<file path="config.mk">
export PLATFORM = sky130hd
export DESIGN_NAME = glitch_clk_gen
export DESIGN_NICKNAME = d
export VERILOG_FILES = /design/src/rtl/glitch_clk_pkg.sv /design/src/rtl/glitch_width_clamp.sv /design/src/rtl/glitch_period_gen.sv /design/src/rtl/glitch_seq_ctrl.sv /design/src/rtl/glitch_clk_gen.sv
export SDC_FILE = /design/constraint.sdc
export NUM_CORES = 1
export LEC_CHECK = 0
export ABC_CLOCK_PERIOD_IN_PS = 2400
export BUFFER_PORTS_ARGS = -buffer_cell sky130_fd_sc_hd__buf_2
export CAP_MARGIN = 15
export CORE_MARGIN = 5
export CORE_UTILIZATION = 63
export CTS_CLUSTER_DIAMETER = 40
export DETAILED_ROUTE_END_ITERATION = 10
export PLACE_DENSITY = 0.84
export SLEW_MARGIN = 10
export SYNTH_ARGS = -nofsm -noshare
export SYNTH_HDL_FRONTEND = slang
export SYNTH_SLANG_ARGS = --single-unit
</file>
<file path="constraint.sdc">
create_clock -name clk_fast_i -period 2.4 [get_ports clk_fast_i]
set_input_delay 0.36 -clock clk_fast_i [delete_from_list [all_inputs] [get_ports clk_fast_i]]
set_output_delay 0.36 -clock clk_fast_i [all_outputs]
set_load 0.01 [all_outputs]
</file>
<file path="src/rtl/glitch_clk_pkg.sv">
package glitch_clk_pkg;
  typedef enum logic [2:0] {
    GS_IDLE,
    GS_RELOCK,
    GS_ARMED,
    GS_SHORT,
    GS_LONG,
    GS_TAIL
  } gstate_t;
endpackage

</file>
<file path="src/rtl/glitch_width_clamp.sv">
module glitch_width_clamp #(
  parameter int PW   = 6,
  parameter int MINV = 2,
  parameter int MAXV = 31
) (
  input  logic [PW-1:0] raw_i,
  output logic [PW-1:0] clamped_o
);
  always_comb begin
    if (raw_i < PW'(MINV))      clamped_o = PW'(MINV);
    else if (raw_i > PW'(MAXV)) clamped_o = PW'(MAXV);
    else                        clamped_o = raw_i;
  end
endmodule

</file>
<file path="src/rtl/glitch_period_gen.sv">
module glitch_period_gen #(
  parameter int PW = 6
) (
  input  logic          clk,
  input  logic          rst_n,
  input  logic [PW-1:0] len_i,
  input  logic          lock_i,
  output logic          end_o,
  output logic          tclk_o
);
  logic [PW-1:0] cnt_q, cnt_d;
  logic          tclk_q, tclk_d;

  assign end_o = (cnt_q == len_i - PW'(1));

  always_comb begin
    cnt_d  = end_o ? '0 : cnt_q + PW'(1);
    tclk_d = lock_i && (cnt_q < (len_i >> 1));
  end

  always_ff @(posedge clk or negedge rst_n) begin
    if (!rst_n) begin
      cnt_q  <= '0;
      tclk_q <= 1'b0;
    end else begin
      cnt_q  <= cnt_d;
      tclk_q <= tclk_d;
    end
  end

  assign tclk_o = tclk_q;
endmodule

</file>
<file path="src/rtl/glitch_seq_ctrl.sv">
module glitch_seq_ctrl
  import glitch_clk_pkg::*;
#(
  parameter int PW      = 6,
  parameter int CW      = 8,
  parameter int NORM    = 32,
  parameter int MIN_RST = 4
) (
  input  logic          clk,
  input  logic          rst_n,
  input  logic          trig_i,
  input  logic          lock_i,
  input  logic [CW-1:0] ofs_i,
  input  logic [PW-1:0] width_i,
  input  logic          period_end_i,
  output gstate_t       state_o,
  output logic [PW-1:0] len_o,
  output logic          done_o,
  output logic          mult_rst_o
);
  localparam int RW = $clog2(MIN_RST + 1);
  localparam logic [PW:0] PAIR = (PW+1)'(2 * NORM);

  gstate_t       st_q, st_d;
  logic [CW-1:0] cyc_q, cyc_d;
  logic [PW-1:0] w_q, w_d;
  logic [RW-1:0] rc_q, rc_d;
  logic          done_q, done_d;

  always_comb begin
    st_d   = st_q;
    cyc_d  = cyc_q;
    w_d    = w_q;
    rc_d   = rc_q;
    done_d = 1'b0;
    case (st_q)
      GS_IDLE: begin
        if (lock_i && (width_i != w_q)) begin
          st_d = GS_RELOCK;
          w_d  = width_i;
          rc_d = '0;
        end else if (lock_i && trig_i) begin
          st_d  = GS_ARMED;
          cyc_d = ofs_i;
        end
      end
      GS_RELOCK: begin
        if ((rc_q >= RW'(MIN_RST - 1)) && lock_i) st_d = GS_IDLE;
        else if (rc_q < RW'(MIN_RST - 1))         rc_d = rc_q + RW'(1);
      end
      GS_ARMED: begin
        if (period_end_i) begin
          if (cyc_q == '0) st_d = GS_SHORT;
          else             cyc_d = cyc_q - CW'(1);
        end
      end
      GS_SHORT: if (period_end_i) st_d = GS_LONG;
      GS_LONG:  if (period_end_i) st_d = GS_TAIL;
      GS_TAIL: begin
        if (period_end_i) begin
          st_d   = GS_IDLE;
          done_d = 1'b1;
        end
      end
      default: st_d = GS_IDLE;
    endcase
  end

  always_ff @(posedge clk or negedge rst_n) begin
    if (!rst_n) begin
      st_q   <= GS_IDLE;
      cyc_q  <= '0;
      w_q    <= PW'(NORM / 2);
      rc_q   <= '0;
      done_q <= 1'b0;
    end else begin
      st_q   <= st_d;
      cyc_q  <= cyc_d;
      w_q    <= w_d;
      rc_q   <= rc_d;
      done_q <= done_d;
    end
  end

  always_comb begin
    case (st_q)
      GS_SHORT: len_o = w_q;
      GS_LONG:  len_o = PW'(PAIR - {1'b0, w_q});
      default:  len_o = PW'(NORM);
    endcase
  end

  assign state_o    = st_q;
  assign done_o     = done_q;
  assign mult_rst_o = (st_q == GS_RELOCK);
endmodule

</file>
<file path="src/rtl/glitch_clk_gen.sv">
module glitch_clk_gen
  import glitch_clk_pkg::*;
#(
  parameter int NORM_TICKS    = 32,
  parameter int CW            = 8,
  parameter int MIN_RST_TICKS = 4
) (
  input  logic                                clk_fast_i,
  input  logic                                rst_n_i,
  input  logic                                trig_i,
  input  logic [CW-1:0]                       cyc_ofs_i,
  input  logic [$clog2(2*NORM_TICKS)-1:0]     short_w_i,
  input  logic                                lock_i,
  output logic                                tclk_o,
  output logic                                done_o,
  output logic                                mult_rst_o
);
  localparam int PW = $clog2(2 * NORM_TICKS);

  logic [1:0]    rst_sync_q;
  logic          rst_n_s;
  logic [PW-1:0] width_c;
  logic [PW-1:0] len;
  logic          period_end;
  gstate_t       st;

  always_ff @(posedge clk_fast_i or negedge rst_n_i) begin
    if (!rst_n_i) rst_sync_q <= 2'b00;
    else          rst_sync_q <= {rst_sync_q[0], 1'b1};
  end
  assign rst_n_s = rst_sync_q[1];

  glitch_width_clamp #(.PW(PW), .MINV(2), .MAXV(NORM_TICKS - 1)) u_clamp (
    .raw_i     (short_w_i),
    .clamped_o (width_c)
  );

  glitch_seq_ctrl #(.PW(PW), .CW(CW), .NORM(NORM_TICKS), .MIN_RST(MIN_RST_TICKS)) u_ctrl (
    .clk          (clk_fast_i),
    .rst_n        (rst_n_s),
    .trig_i       (trig_i),
    .lock_i       (lock_i),
    .ofs_i        (cyc_ofs_i),
    .width_i      (width_c),
    .period_end_i (period_end),
    .state_o      (st),
    .len_o        (len),
    .done_o       (done_o),
    .mult_rst_o   (mult_rst_o)
  );

  glitch_period_gen #(.PW(PW)) u_period (
    .clk    (clk_fast_i),
    .rst_n  (rst_n_s),
    .len_i  (len),
    .lock_i (lock_i),
    .end_o  (period_end),
    .tclk_o (tclk_o)
  );
endmodule

</file>
* After elaboration in Yosys (flattened, before gate mapping) *
Index checks and enable logic that the tools add are counted.

storage, ports and cells
  flip-flop bits (word level) = 30
  input port bits = 18
  output and inout bits = 3
  logic and storage cells = 74

cells by class
  add/sub/neg operators = 5
  order comparisons = 5
  eq/ne operators = 20
  multiplexer cells = 24
  reduce and logical (&&, ||, !) cells = 12

operator list
  kind                                                    count
  2-to-1 mux 3 bit                                        11
  2-to-1 mux 8 bit                                        4
  2-to-1 mux 6 bit                                        3
  case mux 3 bit (6 select lines)                         1
  case mux 8 bit (2 select lines)                         1
  inequality test 2 bit (second input constant)           7
  case mux 6 bit (2 select lines)                         1
  inequality test 2 x 1 -> 1 bit (second input constant)  5
  logical NOT 8 bit                                       1
  subtractor 8 x 1 -> 8 bit (second input constant)       1
  AND reduction 7 bit                                     1
  adder 6 x 1 -> 6 bit (second input constant)            1
  equality test 3 x 2 -> 1 bit (second input constant)    2
  equality test 3 bit (second input constant)             2
  equality test 6 bit                                     1
  > comparator 6 x 5 -> 1 bit (second input constant)     1
  < comparator 6 x 2 -> 1 bit (second input constant)     1
  < comparator 6 x 5 -> 1 bit                             1
  inequality test 6 bit                                   1
  case mux 3 bit (2 select lines)                         1
  subtractor 1 x 6 -> 6 bit (first input constant)        1
  subtractor 6 x 1 -> 6 bit (second input constant)       1
  AND reduction 5 bit                                     1
  logical AND 1 bit                                       4
  10 further kinds                                        12

* Longest topological paths before layout *
Gate-level depths: netlist (run 1).

  word-level depth = 7
  mapped depth = 12

* By module *
Synthesis (run 1) repeated with hierarchy kept, for this count alone.

unflattened totals
  cell total of the unflattened synthesis = 230
  area total of the unflattened synthesis = 2,042.0 µm²

modules (own cells, without submodules)
  module              instances  cells an instance  area each (µm²)  seq. area each (µm²)
  glitch_seq_ctrl     1          159                1,387.6          526.8
  glitch_period_gen   1          58                 541.8            175.2
  glitch_width_clamp  1          10                 58.8             0.0
  glitch_clk_gen      1          3                  53.8             50.0

* Least setup slack after synthesis (run 1) *
No wires, ideal clock.

  kind = register to register
  start = reg u_ctrl.st_q[1], in the netlist u_ctrl.state_o[1]
  end = reg u_ctrl.cyc_q[2]
  library setup time = 0.126 ns
  arrival time = 2.593 ns
  setup slack = -0.319 ns
  cell stages (with the launch flop) = 9
  buffers on the path = 0
  period minus slack after synthesis = 2.719 ns
  cell sequence = dfrtp_1 or3b_1 a2bb2oi_2 and3_1 xnor2_1 or3_4 a211oi_4 nand2_1 a311o_1

between the ends
  longest elaborated chain between the ends = 6
  elaborated cells on any way between the ends = 14
  classes of those cells = 1 x add/sub; 8 x eq/ne; 2 x mux; 3 x reduce/logical

RTL lines
  element                                                                     RTL line                 RTL
  from (decl)                                                                 glitch_seq_ctrl.sv:24    gstate_t st_q, st_d;
  from (signal assigned)                                                      glitch_seq_ctrl.sv:77    st_q <= st_d;
  equality test 3 bit / equality test 3 x 2 -> 1 bit (equally long branches)  glitch_seq_ctrl.sv:86    case (st_q)
  case mux 6 bit (2 select lines)                                             glitch_seq_ctrl.sv:86
  subtractor 6 x 1 -> 6 bit                                                   glitch_period_gen.sv:14  assign end_o = (cnt_q == len_i - PW'(1));
  equality test 6 bit                                                         glitch_period_gen.sv:14
  inequality test 2 bit (no line)                                             --
  AND reduction 5 bit (no line)                                               --
  to (signal assigned)                                                        glitch_seq_ctrl.sv:78    cyc_q <= cyc_d;
  to (decl)                                                                   glitch_seq_ctrl.sv:25    logic [CW-1:0] cyc_q, cyc_d;

Parallel ways exist; a longest one is shown, timed or not.
A chain may end at the register's enable or synchronous reset.

* Worst setup path after layout (run 1) *
  start = reg u_ctrl.st_q[1], in the netlist u_ctrl.state_o[1]
  end = reg u_ctrl.cyc_q[6]

Same word-level chain as after synthesis.

==> results.md, run 1 <==
- Critical path class: flop to flop
- Post-synth top area share: 34.5%
- DR pass1 iterations: 5
- I/O pin total: 21
- Fill count: 182
- Worst EP required: 2.63 ns
- Die outline width: 67.8 um
- Worst hold path type: flop to async pin
- Sequential element share of the synthesized area: 35.7%
- EDFF count, synth: 0
- DIE AREA: 4600 um^2
- Initial antenna violation count: 0
- Max Root-Sink Buffers: 2
- Final Cell Area: 2780 um^2
- Routed vias/inst: 5.92
- Final setup vio count: 18
- Die height: 67.8 um
- Largest net degree at the start of global routing: 16
- Yosys reg bits: 30
- Most area-consuming cells after synthesis: dfrtp_1 (34%), ha_1 (6.5%), xnor2_1 (4.6%)
- Clock tree sinks: 30
- Fmax: 0.375 GHz
- Slew margin rel.: 59.2%
- CTS tree: yes
- Non-filler cells in the finished layout: 347
- Global Route Usage Sum: 27.3%
- Crit path arrival time: 2.90 ns
- Dominant synthesized flop cell: dfrtp_1
- First-pass GRT wire length: 9380 um
- Mapped Cells: 237
- Yosys cell types: 56
- Detailed router's first-iteration violation count: 347
- RR Startpoint: u_ctrl.state_o[1]
- Period utilisation layout: 111%
- Post-route setup slack: -0.268 ns
- Remaining DRCs: 0
- GRT overflow: 0
- Drt total wl: 5620 um
- Leak: 1.23 nW
- GPL Wtd Cong: 0.828
- Vias in the first global route: 2039
- Std-Cell Rows: 21
- Area Growth Syn to Fin: 32.1%
- Htree depth: 2
- Fin Clk Skew: 0.0118 ns
- ANT cells: 0
- Worst vdd ir: 0.822 mV
- Initial Util: 64.1%
- Max-cap violations: 0
- Share of cells above drive strength 1: 36.2%
- Final hold violations: 0
- TritonCTS Buffers: 5
- Least-Margin Pin Slew: 0.610 ns
- Failing checks: setup timing
- HPWL Detailed: 3960 um
- CP startpoint kind: flop
- Post-DRT Antenna Nets: 0
- Max stage delay on crit path: 0.47 ns
- FF-to-FF End: u_ctrl.cyc_q[6]
- DP Worst Slack: -0.320 ns
- Dominant cell type by area after synthesis: dfrtp_1
- Slew Limit Fails: 0
- WL/cell: 16.2 um
- Most frequent CP cell: buf_6
- Syn Nets: 266
- R2R depth: 11
- Clock Pin Slew Worst Setup and Hold Paths: 0.11 ns
- Cell Count Post-Placement: 331
- Cell with the most instances after synthesis: dfrtp_1
- Worst Setup End Kind: flop
- Critical path's slowest cell: dfrtp_2
- Root buffer cell: clkbuf_4
- Max Fanout on Critical Path: 8
- Area of the mapped netlist: 2100 um^2
- Most frequent cells after synthesis: dfrtp_1 (29), nor2_1 (22), nand2_1 (20)
- Time the worst path needs with I/O delays and setup: 2.67 ns
- Reg2Reg Setup Slack: -0.27 ns
- Post-synth ARST share: 100%
- Net count, final: 329
- Via count: 2053
- Syn avg cell area: 8.88 um^2
- Yosys warns: 0
- Placement Cell Area: 2550 um^2
- IO Port Bufs: 20
- CORE AREA: 3280 um^2
- CP Cell Sequence: nor3b_4 > a32oi_2 > buf_4 > buf_6 > and3_4 > xnor2_2 > or3_4 > a211oi_4 > buf_6 > nand2_4 > o311a_1
- Status: complete, but fails checks
- Pwr Density: 1280 nW/um^2
- Worst-Skew Late Latency: 0.34 ns
- RSZ-0062 raised after global routing: yes
- Hold WS: 0.224 ns
worst max-delay path: cells and delay by family (launching register included):
family                 cells  cell delay [ns]
flip-flops                 1             0.47
AND/OR/NAND/NOR            4             0.86
buffers and inverters      3             0.44
XOR/XNOR                   1             0.14
AO/OA/AOI/OAI              3             0.66
power breakdown:
part           internal (W)  total (W)  switching [W]  leakage [nW]
sequential         0.000723    0.00101       0.000291         0.349
combinational       0.00110    0.00220        0.00110         0.846
clock              0.000141   0.000332       0.000191        0.0343
total               0.00196    0.00355        0.00159          1.23
cells by family (layout without fill, tap and decap cells):
kind of cell	after synthesis	count (layout)	share of synthesized area, %
mux	2	2	0.951
simple gates	100	100	25.6
compound gates	56	56	19.9
fa+ha+maj	11	11	6.54
xor+xnor	17	17	7.07
buf+inv	20	84	3.98
other cells	1	1	0.178
flops	30	30	35.7
how the worst max path moves through the flow:
stage	from	endpoint
after CTS	u_ctrl.state_o[1]	u_ctrl.cyc_q[5]
after global placement	u_ctrl.state_o[2]	u_ctrl.cyc_q[6]
after detailed placement	u_ctrl.state_o[2]	u_ctrl.cyc_q[5]
after floorplan	u_ctrl.w_q[1]	u_ctrl.state_o[0]
after global routing	u_ctrl.state_o[1]	u_ctrl.cyc_q[6]
final	u_ctrl.state_o[1]	u_ctrl.cyc_q[6]
flip-flops by register name, indices dropped and copies added, names as in the netlist:
| signal | count |
|---|---|
| rst_sync_q | 2 |
| u_period.tclk_o | 1 |
| u_ctrl.cyc_q | 8 |
| u_ctrl.state_o | 3 |
| u_period.cnt_q | 6 |
| u_ctrl.rc_q | 3 |
| u_ctrl.w_q | 6 |
| u_ctrl.done_o | 1 |
metal layers:
metal	vias up	routed length, um	track usage [%]	share of wire, %
met4	0	124	10.7	2.2
met3	16	340	7.15	6.0
met2	71	2810	45.4	50
li1	987	-	-	-
met5	-	0	0	0
met1	979	2350	33.6	42
layout by cell type, fill, tap and decap left out, types with 8 or more instances in the layout:
cell	synthesis	routed
nand2b_1	8	8
xnor2_1	11	9
dfrtp_1	29	25
nand2_1	20	18
a21oi_1	10	10
nor3_1	11	11
ha_1	11	9
inv_1	12	10
o21ai_0	10	9
nor2_1	22	21
buf_2	1	20
buf_4	0	37
what timing repair did:
action                                  in CTS  in global routing
pin swaps                                    7                  7
hold buffers                                 1                  0
resized for setup                           10                 17
endpoints found under the hold margin        2                  0
buffers inserted                             4                  4
endpoints found under the setup margin      18                 21
stage by stage:
stage / power (W) / setup TNS, ns / utilization (%)
floorplan: 0.00229 / -1.33 / -
global placement: 0.00283 / -1.02 / 77.6
detailed placement: 0.00293 / -3.10 / 77.6
CTS: 0.00339 / -1.66 / 81.9
global route: 0.00384 / -4.65 / 84.6
finish: 0.00355 / -2.68 / 84.6
area by class of cell:
cell class	count	area (um^2)	share of cell area (%)
repair buffers	64	455	16.4
clock buffers	6	51.3	1.85
well taps	46	57.6	2.07
multi-input cells	187	1400	50.4
flip-flops and latches	30	757	27.2
clock inverters	2	12.5	0.450
inverters	12	45.0	1.62
Note: power is estimated with default switching activity, not from simulation.
==> run 2, diff against run 1 <==
--- a/config.mk
+++ b/config.mk
@@ -6,7 +6,7 @@
 export NUM_CORES = 1
 export LEC_CHECK = 0
 export ABC_CLOCK_PERIOD_IN_PS = 2400
-export BUFFER_PORTS_ARGS = -buffer_cell sky130_fd_sc_hd__buf_2
+export BUFFER_PORTS_ARGS = -buffer_cell sky130_fd_sc_hd__clkbuf_2
 export CAP_MARGIN = 15
 export CORE_MARGIN = 5
 export CORE_UTILIZATION = 63
==> run 2 against run 1 <==
Effect of this change:
- the run still ends with setup timing left
- hold slack worse by 0.0096 ns
- worst setup slack worse by 0.059 ns
- combinational power about the same
- power up 1.4%
- clock skew down 0.0026 ns
- sequential share of layout area up 0.16 points
- via count down 1.2%
- die area unchanged
- final area down 0.59%
==> results.md, run 2 (same netlist as run 1, synthesis figures left out) <==
- Worst vdd ir: 0.840 mV
- Uppermost layer routed: met4
- Pwr Density: 1300 nW/um^2
- Slew Limit Fails: 0
- Non-filler cells in the finished layout: 346
- Remaining DRCs: 0
- Final setup vio count: 18
- Worst-Skew Late Latency: 0.33 ns
- Vias in the first global route: 1928
- CORE AREA: 3280 um^2
- Die outline width: 67.8 um
- TritonCTS Buffers: 5
- Fin Clk Skew: 0.00922 ns
- Routed vias/inst: 5.86
- Clock tree sinks: 30
- Sequential cell area: 757 um^2
- Post-DRT Antenna Nets: 0
- Share of cells above drive strength 1: 35.7%
- Period utilisation layout: 114%
- Top reg by flops: u_ctrl.cyc_q
- Area Growth Syn to Fin: 31.3%
- Slew margin rel.: 62.3%
- Fill count: 190
- GPL Wtd Cong: 0.828
- Metal3 WL: 274 um
- FF-to-FF End: u_ctrl.cyc_q[6]
- IO Port Bufs: 20
- Final hold violations: 0
- Largest net degree at the start of global routing: 16
- Initial antenna violation count: 0
- Number of flip-flops in the largest register: 8
- Global Route Usage Sum: 26.0%
- Time the worst path needs with I/O delays and setup: 2.73 ns
- ANT cells: 0
- WL met2: 2840 um
- RSZ-0062 raised after global routing: yes
- GRT overflow: 0
- Biggest regs: u_ctrl.cyc_q (8), u_ctrl.w_q (6), u_period.cnt_q (6)
- Clock Pin Slew Worst Setup and Hold Paths: 0.10 ns
- Max Fanout on Critical Path: 5
- Critical path class: flop to flop
- Htree depth: 2
- Die height: 67.8 um
- Reg2Reg Setup Slack: -0.33 ns
- WL/cell: 16.1 um
- Drt total wl: 5570 um
- DR pass1 iterations: 4
- Failing checks: setup timing
- Net count, final: 328
- Root buffer cell: clkbuf_4
- First-pass GRT wire length: 8850 um
- R2R depth: 12
- Max Root-Sink Buffers: 2
- Max-cap violations: 0
- Area of the multi-input gates: 1390 um^2
- Detailed router's first-iteration violation count: 198
- Worst hold path type: flop to async pin
- Least-Margin Pin Slew: 0.564 ns
- Commonest non-fill, non-tap cells in the layout: buf_4 (38), dfrtp_1 (25), clkbuf_2 (20)
- DIE AREA: 4600 um^2
- CTS tree: yes
- Post-route setup slack: -0.327 ns
- Leak: 1.20 nW
- RR Startpoint: u_ctrl.w_q[1]
- Std-Cell Rows: 21
- Worst EP required: 2.62 ns
- I/O pin total: 21
- Status: complete, but fails checks
- Initial Util: 64.1%
- Via count: 2028
- Cell Count Post-Placement: 330
- Hold WS: 0.214 ns
- Fmax: 0.367 GHz
- HPWL Detailed: 3800 um
- CP startpoint kind: flop
- Commonest non-fill, non-tap cell in the layout: buf_4
- Wl on met1: 2350 um
- CP Launch Point: u_ctrl.w_q[1]
- Crit path arrival time: 2.95 ns
- Worst Setup End Kind: flop
-- run 2: cell count changes in the layout (fill, tap and decap cells not counted), moves of 2 or more --
| cell | before | now |
|---|---|---|
| nand2_4 | 2 | 0 |
| clkbuf_2 | 0 | 20 |
| nand2_2 | 1 | 3 |
| nor2_2 | 0 | 4 |
| buf_2 | 20 | 1 |
| clkbuf_8 | 1 | 3 |
| nor2_1 | 21 | 18 |
| buf_6 | 6 | 3 |
-- run 2: layout make-up --
type                            instances  area share, %
Clock buffer                            8           2.85
Sequential cell                        30           27.4
Tap cell                               46           2.08
Inverter                               12           1.63
Multi-Input combinational cell        187           50.3
Timing Repair Buffer                   63           15.7
-- run 2: how the worst max path moves through the flow --
stage	to	slack, ns
floorplan	u_ctrl.state_o[0]	-0.23
global route	u_ctrl.cyc_q[6]	-0.43
CTS	u_ctrl.state_o[0]	-0.23
global placement	u_ctrl.cyc_q[2]	-0.17
finish	u_ctrl.cyc_q[6]	-0.33
detailed placement	u_ctrl.cyc_q[5]	-0.32
-- run 2: where the power goes --
group	switching, W	leakage (nW)	internal (W)	total [W]
clock network	0.000178	0.0446	0.000200	0.000378
logic	0.00113	0.806	0.00109	0.00222
registers	0.000280	0.349	0.000723	0.00100
total	0.00158	1.20	0.00201	0.00360
-- run 2: worst max-delay path, cell delays in order (launching register included) --
cell and delay [ns]:
dfrtp_1 0.41, inv_2 0.09, ha_4 0.21, a32oi_4 0.20, ha_4 0.18, o221ai_2 0.09
xor2_1 0.18, xnor2_1 0.20, nand3_1 0.19, a211oi_4 0.35, buf_6 0.16, nand2_2 0.05
o311a_1 0.28
-- run 2: layer usage --
| metal | up-vias | global-route usage, % |
|---|---|---|
| li1 | 978 | - |
| met1 | 978 | 32.5 |
| met2 | 61 | 44.5 |
| met3 | 11 | 5.32 |
| met4 | 0 | 8.68 |
| met5 | - | 0 |
-- run 2: per-stage QoR --
step	total power (W)	utilization (%)	area, um^2	worst slack (ns)	TNS (ns)
CTS	0.00341	81.6	2680	-0.235	-2.61
floorplan	0.00229	-	2160	-0.232	-1.33
finish	0.00360	84.2	2760	-0.327	-4.27
global route	0.00389	84.2	2760	-0.433	-6.27
global placement	0.00282	77.4	2540	-0.173	-1.11
detailed placement	0.00291	77.4	2540	-0.322	-2.66
-- run 2: what timing repair did --
item                       CTS  global route
resized for setup           11             9
pin swaps                   10             6
cloned                       1             0
hold buffers                 1             0
setup buffers                2             4
setup endpoints to repair   18            21
hold endpoints to repair     2             0
